[src/rtl/irs_pkg.sv]
package irs_pkg;

  typedef enum logic [1:0] {
    RS_RESET = 2'd0,
    RS_INIT  = 2'd1,
    RS_RUN   = 2'd2
  } rst_state_e;

  typedef enum logic {
    AR_IDLE = 1'b0,
    AR_WAIT = 1'b1
  } arb_state_e;

  function automatic int unsigned max2(input int unsigned a, input int unsigned b);
    return (a > b) ? a : b;
  endfunction

endpackage

[src/rtl/irs_sync.sv]
module irs_sync #(
  parameter int unsigned STAGES    = 2,
  parameter bit          ASYNC_SET = 1'b0
) (
  input  logic clk,
  input  logic rst,
  input  logic d,
  output logic q
);

  logic [STAGES-1:0] pipe;

  generate
    if (ASYNC_SET) begin : g_async_set
      // reset synchronizer: assert at once, release through the chain
      always_ff @(posedge clk or posedge rst) begin
        if (rst) pipe <= '1;
        else     pipe <= {pipe[STAGES-2:0], d};
      end
    end else begin : g_sync_clr
      always_ff @(posedge clk) begin
        if (rst) pipe <= '0;
        else     pipe <= {pipe[STAGES-2:0], d};
      end
    end
  endgenerate

  assign q = pipe[STAGES-1];

endmodule

[src/rtl/irs_reset_fsm.sv]
module irs_reset_fsm
  import irs_pkg::*;
#(
  parameter int unsigned RST_MIN_CYC = 5,
  parameter int unsigned INIT_CYC    = 7,
  parameter int unsigned NMI_BLANK   = 2
) (
  input  logic clk,
  input  logic rst_sync,
  output logic core_hold,
  output logic boot_go,
  output logic boot_now,
  output logic nmi_ok
);

  localparam int unsigned CNT_MAX = max2(RST_MIN_CYC, INIT_CYC);
  localparam int unsigned CNT_W   = $clog2(CNT_MAX + 1);
  localparam int unsigned BLK_W   = max2($clog2(NMI_BLANK + 1), 1);
  localparam logic [CNT_W-1:0] MIN_C     = CNT_W'(RST_MIN_CYC);
  localparam logic [CNT_W-1:0] INIT_LAST = CNT_W'(INIT_CYC - 1);
  localparam logic [BLK_W-1:0] BLANK_C   = BLK_W'(NMI_BLANK);

  rst_state_e       st;
  logic [CNT_W-1:0] cnt;
  logic [BLK_W-1:0] blank;

  // start condition, one cycle ahead of the registered pulse
  assign boot_now = !rst_sync && (st == RS_INIT) && (cnt == INIT_LAST);

  always_ff @(posedge clk) begin
    if (rst_sync) begin
      st        <= RS_RESET;
      core_hold <= 1'b1;
      boot_go   <= 1'b0;
      blank     <= '0;
      if (st != RS_RESET)  cnt <= CNT_W'(1);
      else if (cnt < MIN_C) cnt <= cnt + 1'b1;
    end else begin
      boot_go <= 1'b0;
      case (st)
        RS_RESET: begin
          // stretch short pulses up to the minimum width
          if (cnt >= MIN_C) begin
            st  <= RS_INIT;
            cnt <= '0;
          end else begin
            cnt <= cnt + 1'b1;
          end
        end
        RS_INIT: begin
          if (boot_now) begin
            st        <= RS_RUN;
            core_hold <= 1'b0;
            boot_go   <= 1'b1;
            blank     <= BLANK_C;
          end else begin
            cnt <= cnt + 1'b1;
          end
        end
        RS_RUN: begin
          if (blank != '0) blank <= blank - 1'b1;
        end
        default: begin
          st        <= RS_RESET;
          core_hold <= 1'b1;
          cnt       <= '0;
        end
      endcase
    end
  end

  assign nmi_ok = !core_hold && (blank == '0);

endmodule

[src/rtl/irs_nmi_latch.sv]
module irs_nmi_latch #(
  parameter int unsigned SYNC_STAGES = 2
) (
  input  logic clk,
  input  logic rst,
  input  logic nmi_in,
  input  logic accept,
  input  logic clear,
  output logic pend
);

  logic nmi_s;
  logic nmi_prev;
  logic rise;

  irs_sync #(
    .STAGES   (SYNC_STAGES),
    .ASYNC_SET(1'b0)
  ) u_nmi_sync (
    .clk(clk),
    .rst(rst),
    .d  (nmi_in),
    .q  (nmi_s)
  );

  assign rise = nmi_s & ~nmi_prev;

  always_ff @(posedge clk) begin
    if (rst) begin
      nmi_prev <= 1'b0;
      pend     <= 1'b0;
    end else begin
      nmi_prev <= nmi_s;
      // a fresh edge beats the clear, so service re-arms at once
      if (rise && accept) pend <= 1'b1;
      else if (clear)     pend <= 1'b0;
    end
  end

endmodule

[src/rtl/irs_arbiter.sv]
module irs_arbiter
  import irs_pkg::*;
#(
  parameter int unsigned        ADDR_W       = 20,
  parameter int unsigned        TYPE_W       = 8,
  parameter int unsigned        NMI_TYPE     = 2,
  parameter logic [ADDR_W-1:0]  RESTART_ADDR = 'hFFFF0
) (
  input  logic              clk,
  input  logic              rst,
  input  logic              hold,
  input  logic              boot_now,
  input  logic              instr_end,
  input  logic              intr_in,
  input  logic              if_wr,
  input  logic              if_wdata,
  input  logic              ack_valid,
  input  logic [TYPE_W-1:0] ack_type,
  input  logic              nmi_pend,
  output logic              take_nmi,
  output logic              int_take,
  output logic              int_nmi,
  output logic              ack_req,
  output logic              vec_valid,
  output logic [TYPE_W-1:0] vec_type,
  output logic [ADDR_W-1:0] tgt_addr,
  output logic              if_flag
);

  localparam int unsigned       PAD_W = ADDR_W - TYPE_W - 2;
  localparam logic [TYPE_W-1:0] NMI_T = TYPE_W'(NMI_TYPE);

  function automatic logic [ADDR_W-1:0] slot_addr(input logic [TYPE_W-1:0] t);
    return {{PAD_W{1'b0}}, t, 2'b00};
  endfunction

  arb_state_e st;
  logic       intr_q;
  logic       at_bnd;
  logic       take_int;

  assign at_bnd   = instr_end && !hold && (st == AR_IDLE);
  assign take_nmi = at_bnd && nmi_pend;
  assign take_int = at_bnd && !nmi_pend && intr_q && if_flag;

  always_ff @(posedge clk) begin
    if (rst) begin
      st        <= AR_IDLE;
      intr_q    <= 1'b0;
      if_flag   <= 1'b0;
      int_take  <= 1'b0;
      int_nmi   <= 1'b0;
      ack_req   <= 1'b0;
      vec_valid <= 1'b0;
      vec_type  <= '0;
      tgt_addr  <= '0;
    end else begin
      intr_q    <= intr_in;
      int_take  <= take_nmi | take_int;
      int_nmi   <= take_nmi;
      ack_req   <= take_int;
      vec_valid <= 1'b0;

      if (take_nmi || take_int) if_flag <= 1'b0;
      else if (if_wr)           if_flag <= if_wdata;

      if (boot_now) tgt_addr <= RESTART_ADDR;

      if (take_nmi) begin
        vec_valid <= 1'b1;
        vec_type  <= NMI_T;
        tgt_addr  <= slot_addr(NMI_T);
      end

      if (take_int) st <= AR_WAIT;

      if (st == AR_WAIT && ack_valid) begin
        st        <= AR_IDLE;
        vec_valid <= 1'b1;
        vec_type  <= ack_type;
        tgt_addr  <= slot_addr(ack_type);
      end
    end
  end

endmodule

[src/rtl/intr_reset_seq.sv]
module intr_reset_seq #(
  parameter int unsigned       ADDR_W       = 20,
  parameter int unsigned       TYPE_W       = 8,
  parameter int unsigned       SYNC_STAGES  = 2,
  parameter int unsigned       RST_MIN_CYC  = 5,
  parameter int unsigned       INIT_CYC     = 7,
  parameter int unsigned       NMI_BLANK    = 2,
  parameter int unsigned       NMI_TYPE     = 2,
  parameter logic [ADDR_W-1:0] RESTART_ADDR = 'hFFFF0
) (
  input  logic              clk,
  input  logic              rst_in,
  input  logic              nmi_in,
  input  logic              intr_in,
  input  logic              instr_end,
  input  logic              if_wr,
  input  logic              if_wdata,
  input  logic              ack_valid,
  input  logic [TYPE_W-1:0] ack_type,
  output logic              core_hold,
  output logic              boot_go,
  output logic              int_take,
  output logic              int_nmi,
  output logic              ack_req,
  output logic              vec_valid,
  output logic [TYPE_W-1:0] vec_type,
  output logic [ADDR_W-1:0] tgt_addr,
  output logic              if_flag
);

  logic rst_sync;
  logic boot_now;
  logic nmi_ok;
  logic nmi_pend;
  logic take_nmi;

  irs_sync #(
    .STAGES   (SYNC_STAGES),
    .ASYNC_SET(1'b1)
  ) u_rst_sync (
    .clk(clk),
    .rst(rst_in),
    .d  (1'b0),
    .q  (rst_sync)
  );

  irs_reset_fsm #(
    .RST_MIN_CYC(RST_MIN_CYC),
    .INIT_CYC   (INIT_CYC),
    .NMI_BLANK  (NMI_BLANK)
  ) u_fsm (
    .clk      (clk),
    .rst_sync (rst_sync),
    .core_hold(core_hold),
    .boot_go  (boot_go),
    .boot_now (boot_now),
    .nmi_ok   (nmi_ok)
  );

  irs_nmi_latch #(
    .SYNC_STAGES(SYNC_STAGES)
  ) u_nmi (
    .clk   (clk),
    .rst   (rst_sync),
    .nmi_in(nmi_in),
    .accept(nmi_ok),
    .clear (take_nmi),
    .pend  (nmi_pend)
  );

  irs_arbiter #(
    .ADDR_W      (ADDR_W),
    .TYPE_W      (TYPE_W),
    .NMI_TYPE    (NMI_TYPE),
    .RESTART_ADDR(RESTART_ADDR)
  ) u_arb (
    .clk      (clk),
    .rst      (rst_sync),
    .hold     (core_hold),
    .boot_now (boot_now),
    .instr_end(instr_end),
    .intr_in  (intr_in),
    .if_wr    (if_wr),
    .if_wdata (if_wdata),
    .ack_valid(ack_valid),
    .ack_type (ack_type),
    .nmi_pend (nmi_pend),
    .take_nmi (take_nmi),
    .int_take (int_take),
    .int_nmi  (int_nmi),
    .ack_req  (ack_req),
    .vec_valid(vec_valid),
    .vec_type (vec_type),
    .tgt_addr (tgt_addr),
    .if_flag  (if_flag)
  );

endmodule

[config.mk]
export PLATFORM = sky130hd
export DESIGN_NAME = intr_reset_seq
export DESIGN_NICKNAME = d
export VERILOG_FILES = /design/src/rtl/irs_pkg.sv /design/src/rtl/irs_sync.sv /design/src/rtl/irs_reset_fsm.sv /design/src/rtl/irs_nmi_latch.sv /design/src/rtl/irs_arbiter.sv /design/src/rtl/intr_reset_seq.sv
export SDC_FILE = /design/constraint.sdc
export NUM_CORES = 1
export LEC_CHECK = 0
export ABC_AREA = 1
export ABC_CLOCK_PERIOD_IN_PS = 1800
export CAP_MARGIN = 20
export CORE_UTILIZATION = 61
export CTS_CLUSTER_DIAMETER = 200
export DETAILED_ROUTE_END_ITERATION = 8
export DONT_BUFFER_PORTS = 1
export GPL_TIMING_DRIVEN = 0
export PLACE_DENSITY_LB_ADDON = 0.25
export SYNTH_ARGS = -nofsm -noshare
export SYNTH_HDL_FRONTEND = slang
export SYNTH_SLANG_ARGS = --single-unit
[constraint.sdc]
create_clock -name clk -period 1.8 [get_ports clk]
set_input_delay 0.54 -clock clk [delete_from_list [all_inputs] [get_ports clk]]
set_output_delay 0.54 -clock clk [all_outputs]
set_load 0.005 [all_outputs]
# After elaboration in Yosys (flattened, before gate mapping)
# Index checks and enable logic that the tools add are counted.
classes:
  addsub: 2
  order_cmp: 2
  n_eq_ne: 9
  n_mux: 23
  bitwise: 7
  reduce_logical: 32
op_table:
  columns: ["cell", "count"]
  rows:
  - ["$mux 10", 3]
  - ["$mux 8", 2]
  - ["$mux 3", 5]
  - ["$logic_and 1x1->1", 11]
  - ["$reduce_bool 2->1", 5]
  - ["$pmux 3 s3", 1]
  - ["$reduce_and 3->1", 3]
  - ["$reduce_or 2->1", 4]
  - ["$mux 1", 6]
  - ["$mux 2", 3]
  - ["$pmux 2 s3", 1]
  - ["$not 1->1", 5]
  - ["$logic_not 2->1", 2]
  - ["$ne 2x1->1 const B", 2]
  - ["$ne 2x2->1 const B", 2]
  - ["$pmux 2 s2", 1]
  - ["$add 3x1->3 const B", 1]
  - ["$eq 3x3->1 const B", 1]
  - ["$ge 3x3->1 const B", 1]
  - ["$logic_not 1->1", 3]
  - ["$lt 3x3->1 const B", 1]
  - ["$ne 3x1->1 const B", 1]
  - ["$ne 3x3->1 const B", 1]
  - ["$reduce_bool 3->1", 1]
  - ["9 further kinds", 9]
word_totals:
  register_bits: 39
  in_bits: 16
  out_inout_bits: 35
  word_cells: 94

# Logic depth before layout (Yosys ltp)
# Gate-level depths: netlist (run 1).
logic_depth:
  word_depth: 8
  ltp_mapped: 9
  depth_no_buf: 9

# By module
# Synthesis (run 1) repeated with hierarchy kept, for this count alone.
unflattened:
  hier_cells: 203
  hier_area_um2: 1686.6
modules_own_cells:
  columns: ["mod", "n_inst", "cells_per_inst", "area_each_um2", "seq_area_each_um2"]
  rows:
  - ["irs_arbiter", 1, 120, 984.7, 480.5]
  - ["irs_reset_fsm", 1, 63, 510.5, 210.2]
  - ["irs_nmi_latch", 1, 10, 76.3, 40.0]
  - ["irs_sync (u_rst_sync)", 1, 3, 56.3, 52.6]
  - ["irs_sync (u_nmi.u_nmi_sync)", 1, 6, 55.1, 40.0]
  - ["intr_reset_seq", 1, 1, 3.8, 0.0]

# Worst setup path before layout (run 1)
# No wires, ideal clock.
synth_path:
  path_type: "reg-to-reg"
  from: "register u_rst_sync.pipe[1]"
  to: "register u_fsm.cnt[0], enable pin"
  setup_time_ns: 0.333
  t_arrival_ns: 1.190
  required_ns: 1.467
  setup_slack_ns: 0.276
  stages_incl_launch_ff: 6
  n_path_buf: 1
  synth_period_minus_slack_ns: 1.524
  cell_sequence: "dfstp_2 > buf_2 > inv_2 > nand4_2 > o21ai_1 > a31oi_1"
synth_via:
  elab_chain_len: 5
  word_cells_on_any_way: 7
  cone_classes: "3 x eq/ne; 4 x reduce/logical"
synth_lines:
  columns: ["item", "line", "source"]
  rows:
  - ["start, declared", "irs_sync.sv:11", "logic [STAGES-1:0] pipe;"]
  - ["start signal, assigned", "irs_sync.sv:18", "else pipe <= {pipe[STAGES-2:0], d};"]
  - ["$logic_not 1->1", "irs_reset_fsm.sv:28", "assign boot_now = !rst_sync && (st == RS_INIT) && (cnt == INIT_LAST);"]
  - ["$logic_and 1x1->1 (2 in series)", "irs_reset_fsm.sv:28", null]
  - ["$ne 3x3->1 (no source line)", null, null]
  - ["$reduce_and 3->1 (no source line) (*)", null, null]
  - ["end signal, assigned", "irs_reset_fsm.sv:37", "else if (cnt < MIN_C) cnt <= cnt + 1'b1;"]
  - ["end signal, assigned", "irs_reset_fsm.sv:47", "cnt <= cnt + 1'b1;"]
  - ["end signal, assigned", "irs_reset_fsm.sv:57", "cnt <= cnt + 1'b1;"]
  - ["end, declared", "irs_reset_fsm.sv:24", "logic [CNT_W-1:0] cnt;"]
# Mark *: on every way between the ends. The rest lies on a longest branch, timed or not.
# A chain may end at the register's enable or synchronous reset.

# Worst setup path in the final report (run 1)
# Same ends and word-level chain as after synthesis.

==> results of run 1 <==
-- logic make-up (layout without fill, tap and decap cells) --
kind of cell    Yosys count  in the layout  synth area share
simple gates             98             98             0.263
buf+inv                  41             49             0.117
xor+xnor                  1              1           0.00507
other cells               1              3           0.00217
fa+ha+maj                 8              8            0.0579
flops                    39             39             0.476
compound gates           23             23            0.0782
-- state kept, by name (all words and copies together), names as in the netlist, 2 cells and up --
register and flops:
u_arb.tgt_addr 9, u_arb.vec_type 8, u_fsm.blank 2, u_fsm.cnt 3
u_fsm.st 2, u_nmi.u_nmi_sync.pipe 2, u_rst_sync.pipe 2
-- worst max path at each step --
stage | end | cells after the start
5_1_grt | u_fsm.cnt[0]$_DFFE_PP_ | 5
4_1_cts | u_fsm.cnt[1]$_DFFE_PP_ | 5
3_3_place_gp | u_fsm.cnt[1]$_DFFE_PP_ | 5
2_1_floorplan | u_fsm.cnt[0]$_DFFE_PP_ | 5
6_report | u_fsm.cnt[0]$_DFFE_PP_ | 5
3_5_place_dp | u_fsm.cnt[1]$_DFFE_PP_ | 5
-- cell usage in the layout (no fill, tap or decap), types with 2 or more instances in the layout --
cell,Yosys,routed
dfxtp_1,34,34
edfxtp_1,3,3
conb_1,1,3
a21oi_1,14,14
clkbuf_4,0,5
nand2_4,2,2
o21ai_1,3,3
ha_1,8,8
nand4_1,4,4
inv_1,21,21
nor2_1,21,21
inv_2,4,4
dfstp_2,2,2
nand3_1,9,9
buf_2,2,2
buf_1,2,2
nand2_1,46,46
o21ai_0,2,2
nor2_2,13,13
buf_4,11,11
-- cell type report --
class | instances | share of cell area
inverters | 26 | 0.0560
multi-input cells | 133 | 0.391
well taps | 30 | 0.0205
clock inverters | 2 | 0.00615
flip-flops and latches | 39 | 0.449
clock buffers | 6 | 0.0225
plain buffers | 15 | 0.0546
-- worst register-to-register path, stage by stage (launching register included) --
cell and delay, ns:
dfstp_2 0.53, buf_2 0.19, inv_2 0.11, nand4_2 0.18, o21ai_1 0.12, a31oi_2 0.24
-- power by group --
part	internal [mW]	switching [mW]	leakage, nW	total (mW)
Combinational	0.312	0.469	0.471	0.781
Clock	0.152	0.283	0.0326	0.435
Sequential	1.00	0.111	0.329	1.11
-- per-layer routing --
layer,global-route usage,up-vias
met5,0,-
met3,0.0703,6
met1,0.256,591
met4,0.0964,0
met2,0.389,51
li1,-,665
==> results_dict.tcl, run 1 <==
set metrics [dict create \
    fin_tns_setup_ns 0 \
    nFillCells 202 \
    ys_types 28 \
    slew_violations 0 \
    hp-class "in2async" \
    fmax_mhz 605 \
    slew_headroom 0.653 \
    clock-root-buffer "clkbuf_4" \
    finClkSkew_ns 0.00949 \
    p_leak_nw 0.833 \
    status "finished clean" \
    synth-seq-cells 39 \
    cts.hold.buffers_added 0 \
    min_period_over_period 0.919 \
    dr_wl_met2_mm 1.71 \
    startpoint "u_rst_sync.pipe[1]$_DFF_PP1_" \
    path_cells "buf_2 > inv_2 > nand4_2 > o21ai_1 > a31oi_2" \
    io_pins 51 \
    clk_pin_slew_ns 0.11 \
    cts_made_buffers 5 \
    worstSkewPairLatency_ns 0.35 \
    layout.cells.non_filler 251 \
    dr.pass1.iters 4 \
    drtIter0Drc 38 \
    crit_family "flip-flops" \
    wl_per_cell_um 13.2 \
    max-cap-violations 0 \
    nNetsFinal 244 \
    synthToLayoutAreaGrowth_pct 6.01 \
    grt_pass1_vias 1200 \
    final_layout_size_suffix_gt1_frac 0.213 \
    synth_top_area_frac 0.394 \
    routed-wl-met3_um 210 \
    postCtsSetupRepairBufs 0 \
    power_mw 2.33 \
    synth.cell_area_sq_mm 0.00173 \
    synthArstFlopShare 0.0513 \
    min_period_ns 1.65 \
    critPathKind "reg2reg" \
    viasPerCell 5.23 \
    regToRegSetupSlack_ns 0.15 \
    post_cts_resized 0 \
    multi_input_area_sq_um 716 \
    tightest_slew_ns 0.521 \
    ir_drop_mv 1.04 \
    yosysWarnings 0 \
    seqCellArea_sq_um 823 \
    crit_arrival_ns 1.70 \
    place_area_sq_mm 0.00177 \
    htreeDepth 2 \
    synth_cells 211 \
    rsz0062_at_grt "false" \
    drc 0 \
    globalplace.congestion 0.807 \
    final_area_sq_mm 0.00183 \
    final_util 0.713 \
    wl_mm 3.31 \
    dieArea_sq_mm 0.00305 \
    pwr_density_cell_mw_per_mm2 1270 \
    grt_max_degree 13 \
    start_kind "flip-flop" \
    core_sq_mm 0.00257 \
    synth_edf_count 3 \
    cts_sinks 39 \
    ys.flop_type "dfxtp_1" \
    r2r_start "u_rst_sync.pipe[1]$_DFF_PP1_" \
    cts_tree "yes" \
    synth.avg_cell_area_sq_um 8.19 \
    netlist_top_cells_count "46 x nand2_1, 34 x dfxtp_1, 21 x inv_1, 21 x nor2_1, 14 x a21oi_1" \
    grt_use_total 0.226 \
    reg2regPathDepth 5 \
    die_h_um 55.2 \
    fin_ws_ns 0.146 \
    wl_met1_mm 1.33 \
    hold_slack_ns 0.104 \
    max_stage_delay_ns 0.53 \
    hold_violations 0 \
    seq_area_frac_synth 0.476 \
    num_vias 1313 \
    routed.top_layer "met4" \
    dp.cells 243 \
    critPathCaptureType "flip-flop" \
    grt_pass1_wl_mm 5.33 \
    antenna_cells 0 \
    slowest_stage "dfstp_2" \
    die_w_um 55.2 \
    ctsLongestPathBuffers 2 \
    worstReg2RegEnd "u_fsm.cnt[0]$_DFFE_PP_" \
    cp.required_ns 1.85 \
    path_buf_inv 2 \
    post-place-ws_ns 0.0871 \
    grt_overflow_total 0 \
    start_util 0.673 \
    dp_hpwl_mm 2.50 \
    row_count 18 \
    port_buffers 0 \
    cp_max_fo 7 \
    ant_nets 0 \
    yosys.area.top_type "dfxtp_1" \
    yosysMostFrequentCell "nand2_1" \
    synthTopCellsByArea "dfxtp_1 39%, nand2_1 10%, ha_1 5.8%" \
    antenna_found_initial 0 \
    setup_violations 0 \
]
Power figures use the tool's default switching activity.
==> inputs of run 2 (changes only) <==
- CORE_MARGIN: unset -> 8
==> results_dict.tcl, run 2 (same netlist as run 1, synthesis figures left out) <==
set metrics [dict create \
    drtIter0Drc 105 \
    wl_per_cell_um 14.3 \
    cp_max_fo 7 \
    htreeDepth 2 \
    cts_sinks 39 \
    hold_slack_ns 0.0922 \
    min_period_over_period 0.910 \
    ir_drop_mv 1.19 \
    core_sq_mm 0.00273 \
    tightest_slew_ns 0.526 \
    drc 0 \
    start_util 0.632 \
    place_area_sq_mm 0.00177 \
    hold_violations 0 \
    hp-class "in2async" \
    nFillCells 223 \
    synthToLayoutAreaGrowth_pct 7.17 \
    pwr-share-clk 0.213 \
    path_buf_inv 2 \
    fmax_mhz 611 \
    final_common_cell "nand2_1" \
    slew_violations 0 \
    slew_headroom 0.649 \
    cts_made_buffers 5 \
    die_h_um 69.2 \
    dieArea_sq_mm 0.00479 \
    grt_overflow_total 0 \
    crit_family "flip-flops" \
    grt_max_degree 13 \
    layout_common_cells "46 x nand2_1, 34 x dfxtp_1, 21 x inv_1, 21 x nor2_1, 14 x a21oi_1" \
    dp_hpwl_mm 2.78 \
    port_buffers 0 \
    cts_tree "yes" \
    fin_tns_setup_ns 0 \
    ctsLongestPathBuffers 2 \
    max-cap-violations 0 \
    clock-root-buffer "clkbuf_4" \
    grt_pass1_vias 1388 \
    start_kind "flip-flop" \
    cp.required_ns 1.85 \
    antenna_found_initial 0 \
    finClkSkew_ns 0.0116 \
    regToRegSetupSlack_ns 0.16 \
    viasPerCell 5.30 \
    rsz0062_at_grt "false" \
    die_w_um 69.2 \
    globalplace.congestion 0.871 \
    reg_top3 "u_arb.tgt_addr (9), u_arb.vec_type (8), u_fsm.cnt (3)" \
    cts.hold.buffers_added 0 \
    final_area_sq_mm 0.00185 \
    grt_use_total 0.156 \
    row_count 19 \
    status "finished clean" \
    largest_reg_flops 9 \
    io_pins 51 \
    clk_pin_slew_ns 0.11 \
    worstSkewPairLatency_ns 0.35 \
    crit_arrival_ns 1.69 \
    min_period_ns 1.64 \
    p_leak_nw 0.843 \
    swShare 0.362 \
    critPathKind "reg2reg" \
    max_stage_delay_ns 0.53 \
    switching_power_mw 0.875 \
    antenna_cells 0 \
    grt_pass1_wl_mm 6.20 \
    dr.pass1.iters 6 \
    slowest_stage "dfstp_2" \
    pwr-share-seq 0.461 \
    critPathCaptureType "flip-flop" \
    setup_violations 0 \
    final_layout_size_suffix_gt1_frac 0.217 \
    wl_mm 3.61 \
    internal-power_mw 1.54 \
    pwr_density_cell_mw_per_mm2 1310 \
    nNetsFinal 244 \
    p_comb_frac 0.326 \
    regMostFlops "u_arb.tgt_addr" \
    path_cells "buf_2 > inv_2 > nand4_2 > o21ai_1 > a31oi_2" \
    num_vias 1335 \
    ant_nets 0 \
]
[run 2: changes by cell type in the layout (fill, tap and decap cells not counted), sizes merged]
cell    before  now
clkinv       1    0
clkbuf       6    7
[run 2: path summary, 6_finish.rpt]
kind / startpoint / endpoint / cells past startpoint
hold reg to reg: u_rst_sync.pipe[0]$_DFF_PP1_ / u_rst_sync.pipe[1]$_DFF_PP1_ / 0
min in group clk: nmi_in / u_nmi.u_nmi_sync.pipe[0]$_SDFF_PP0_ / 2
max in group asynchronous: rst_in / u_rst_sync.pipe[0]$_DFF_PP1_ / 1
setup reg to reg: u_rst_sync.pipe[1]$_DFF_PP1_ / u_fsm.cnt[0]$_DFFE_PP_ / 5
hold / removal: rst_in / u_rst_sync.pipe[1]$_DFF_PP1_ / 1
setup / recovery: u_rst_sync.pipe[1]$_DFF_PP1_ / u_fsm.cnt[0]$_DFFE_PP_ / 5
[run 2: worst register-to-register path, delay by kind of cell, from the launching register on]
kind / cells / cell delay, ns
AO/OA/AOI/OAI: 2 / 0.35
buffers and inverters: 2 / 0.30
flip-flops: 1 / 0.53
AND/OR/NAND/NOR: 1 / 0.17
[run 2: final cells by class]
cell class	count	area (sq um)	area share
flip-flops and latches	39	823	0.445
multi-input cells	133	716	0.386
inverters	26	103	0.0554
plain buffers	15	100	0.0541
clock buffers	7	65.1	0.0351
well taps	31	38.8	0.0209
clock inverters	1	6.26	0.00338
[run 2: metal layers]
metal | wire length (um) | vias to the layer above | track usage | part of all wire
met2 | 1740 | 48 | 0.255 | 0.48
met3 | 422 | 8 | 0.100 | 0.12
li1 | - | 669 | - | -
met1 | 1370 | 610 | 0.151 | 0.38
met4 | 68 | 0 | 0.0706 | 0.019
met5 | 0 | - | 0 | 0
[run 2: per-stage QoR]
stage                     setup WS [ns]  power (mW)   util  cells
final                             0.162        2.42  0.677    252
after global routing             0.0478        2.60  0.677    252
after CTS                        0.0934        2.41  0.675    252
after detailed placement          0.101        1.90  0.649    244
after global placement            0.120        1.84  0.649    244
after floorplan                   0.276        1.74      -    213
[run 2: power by group through the flow]
stage          combinational, mW  sequential [mW]  clock, mW
3_3_place_gp               0.717             1.13          0
5_1_grt                    0.905             1.13      0.561
2_1_floorplan              0.632             1.10          0
6_report                   0.790             1.11      0.515
3_5_place_dp               0.765             1.13          0
4_1_cts                    0.770             1.11      0.525
[run 2: repair_timing]
action                                  4_1_cts  5_1_grt
buffers inserted                              0        0
resized for setup                             0        1
endpoints found under the setup margin        0        3
==> inputs of run 3 (changes only) <==
- ABC_CLOCK_PERIOD_IN_PS: 1800 -> 2050
- CORE_UTILIZATION: 61 -> 66
- TNS_END_PERCENT: unset -> 50
- clock period: 1.8 -> 2.05 ns (I/O delays scaled with it)
==> results_dict.tcl, run 3 (same netlist as run 1, synthesis figures left out) <==
set metrics [dict create \
    grt_use_total 0.158 \
    crit_arrival_ns 1.75 \
    cts_tree "yes" \
    core_sq_mm 0.00248 \
    layout_common_cells "46 x nand2_1, 34 x dfxtp_1, 21 x inv_1, 21 x nor2_1, 14 x a21oi_1" \
    antenna_cells 0 \
    antenna_found_initial 0 \
    reg_top3 "u_arb.tgt_addr (9), u_arb.vec_type (8), u_fsm.cnt (3)" \
    slew_headroom 0.665 \
    drtIter0Drc 33 \
    pwr_density_cell_mw_per_mm2 1110 \
    num_vias 1330 \
    grt_max_degree 14 \
    seqCellArea_sq_um 823 \
    r2r_start "u_rst_sync.pipe[1]$_DFF_PP1_" \
    wl_mm 3.50 \
    port_buffers 0 \
    fin_tns_setup_ns 0 \
    min_period_over_period 0.841 \
    hp-class "in2async" \
    die_w_um 67.2 \
    io_pins 51 \
    multi_input_area_sq_um 709 \
    hold_violations 0 \
    finClkSkew_ns 0.0108 \
    setup_violations 0 \
    grt_pass1_vias 1280 \
    ant_nets 0 \
    wl_per_cell_um 13.9 \
    path_cells "buf_2 > inv_2 > nand4_2 > o21ai_1 > a31oi_1" \
    nNetsFinal 244 \
    largest_reg_flops 9 \
    max-cap-violations 0 \
    power_mw 2.04 \
    dieArea_sq_mm 0.00451 \
    path_buf_inv 2 \
    status "finished clean" \
    ctsLongestPathBuffers 2 \
    grt_pass1_wl_mm 5.51 \
    min_period_ns 1.72 \
    start_kind "flip-flop" \
    nFillCells 194 \
    tightest_slew_ns 0.503 \
    post_cts_resized 0 \
    clk_pin_slew_ns 0.12 \
    regMostFlops "u_arb.tgt_addr" \
    cts_sinks 39 \
    dr.pass1.iters 4 \
    grt_overflow_total 0 \
    globalplace.congestion 0.786 \
    viasPerCell 5.30 \
    clock-root-buffer "clkbuf_4" \
    final_common_cell "nand2_1" \
    critPathCaptureType "flip-flop" \
    reg2regPathDepth 5 \
    ir_drop_mv 0.931 \
    slowest_stage "dfstp_2" \
    drc 0 \
    row_count 18 \
    max_stage_delay_ns 0.53 \
    startpoint "u_rst_sync.pipe[1]$_DFF_PP1_" \
    dp_hpwl_mm 2.74 \
    cts_made_buffers 5 \
    fmax_mhz 580 \
    crit_family "flip-flops" \
    htreeDepth 2 \
    start_util 0.697 \
    p_leak_nw 0.832 \
    crit_cells 5 \
    slew_violations 0 \
    critPathKind "reg2reg" \
    synthToLayoutAreaGrowth_pct 5.87 \
    die_h_um 67.2 \
    cts.hold.buffers_added 0 \
    postCtsSetupRepairBufs 0 \
    cp.required_ns 2.08 \
    final_layout_size_suffix_gt1_frac 0.213 \
    cp_max_fo 7 \
    rsz0062_at_grt "false" \
    worstSkewPairLatency_ns 0.34 \
]
-- run 3: worst paths after layout --
| check | to | slack (ns) |
|---|---|---|
| worst max-delay path | u_fsm.cnt[2]$_DFFE_PP_ | 0.33 |
| worst min-delay path | u_rst_sync.pipe[1]$_DFF_PP1_ | 0.17 |
| worst max register to register | u_fsm.cnt[2]$_DFFE_PP_ | 0.33 |
| worst min register to register | u_rst_sync.pipe[1]$_DFF_PP1_ | 0.37 |
| max in group asynchronous | u_rst_sync.pipe[0]$_DFF_PP1_ | 1.86 |
| min in group clk | u_nmi.u_nmi_sync.pipe[0]$_SDFF_PP0_ | 0.36 |
-- run 3: cell type report --
type / instances / area share
inverter: 26 / 0.0561
clock buffer: 5 / 0.0205
multi-input combinational: 133 / 0.388
clock inverter: 3 / 0.0103
tap: 30 / 0.0205
buffer: 15 / 0.0547
sequential: 39 / 0.450
-- run 3: metal layers --
| layer | share of wire | track usage | vias to the layer above |
|---|---|---|---|
| li1 | - | - | 668 |
| met1 | 0.38 | 0.162 | 598 |
| met2 | 0.48 | 0.268 | 56 |
| met3 | 0.12 | 0.0662 | 8 |
| met4 | 0.020 | 0.0862 | 0 |
| met5 | 0 | 0 | - |
-- run 3: through the flow --
step           hold WS [ns]   util  setup slack [ns]  instance area, sq um  cells
4_1_cts               0.170  0.738             0.318                  1830    251
3_5_place_dp          0.356  0.716             0.315                  1770    243
2_1_floorplan         0.345      -             0.526                  1740    213
3_3_place_gp          0.350  0.716             0.377                  1770    243
6_report              0.174  0.738             0.326                  1830    251
5_1_grt               0.173  0.738             0.229                  1830    251
-- run 3: power breakdown --
part | internal (mW) | switching [mW] | leakage (nW) | total (mW)
combinational | 0.270 | 0.412 | 0.471 | 0.681
clock | 0.132 | 0.248 | 0.0315 | 0.380
sequential | 0.881 | 0.0952 | 0.329 | 0.976
total | 1.28 | 0.755 | 0.832 | 2.04
-- run 3: worst reg2reg max path: stages (launching register included) --
cell and delay (ns):
dfstp_2 0.53, buf_2 0.19, inv_2 0.11, nand4_2 0.18
o21ai_1 0.11, a31oi_1 0.31
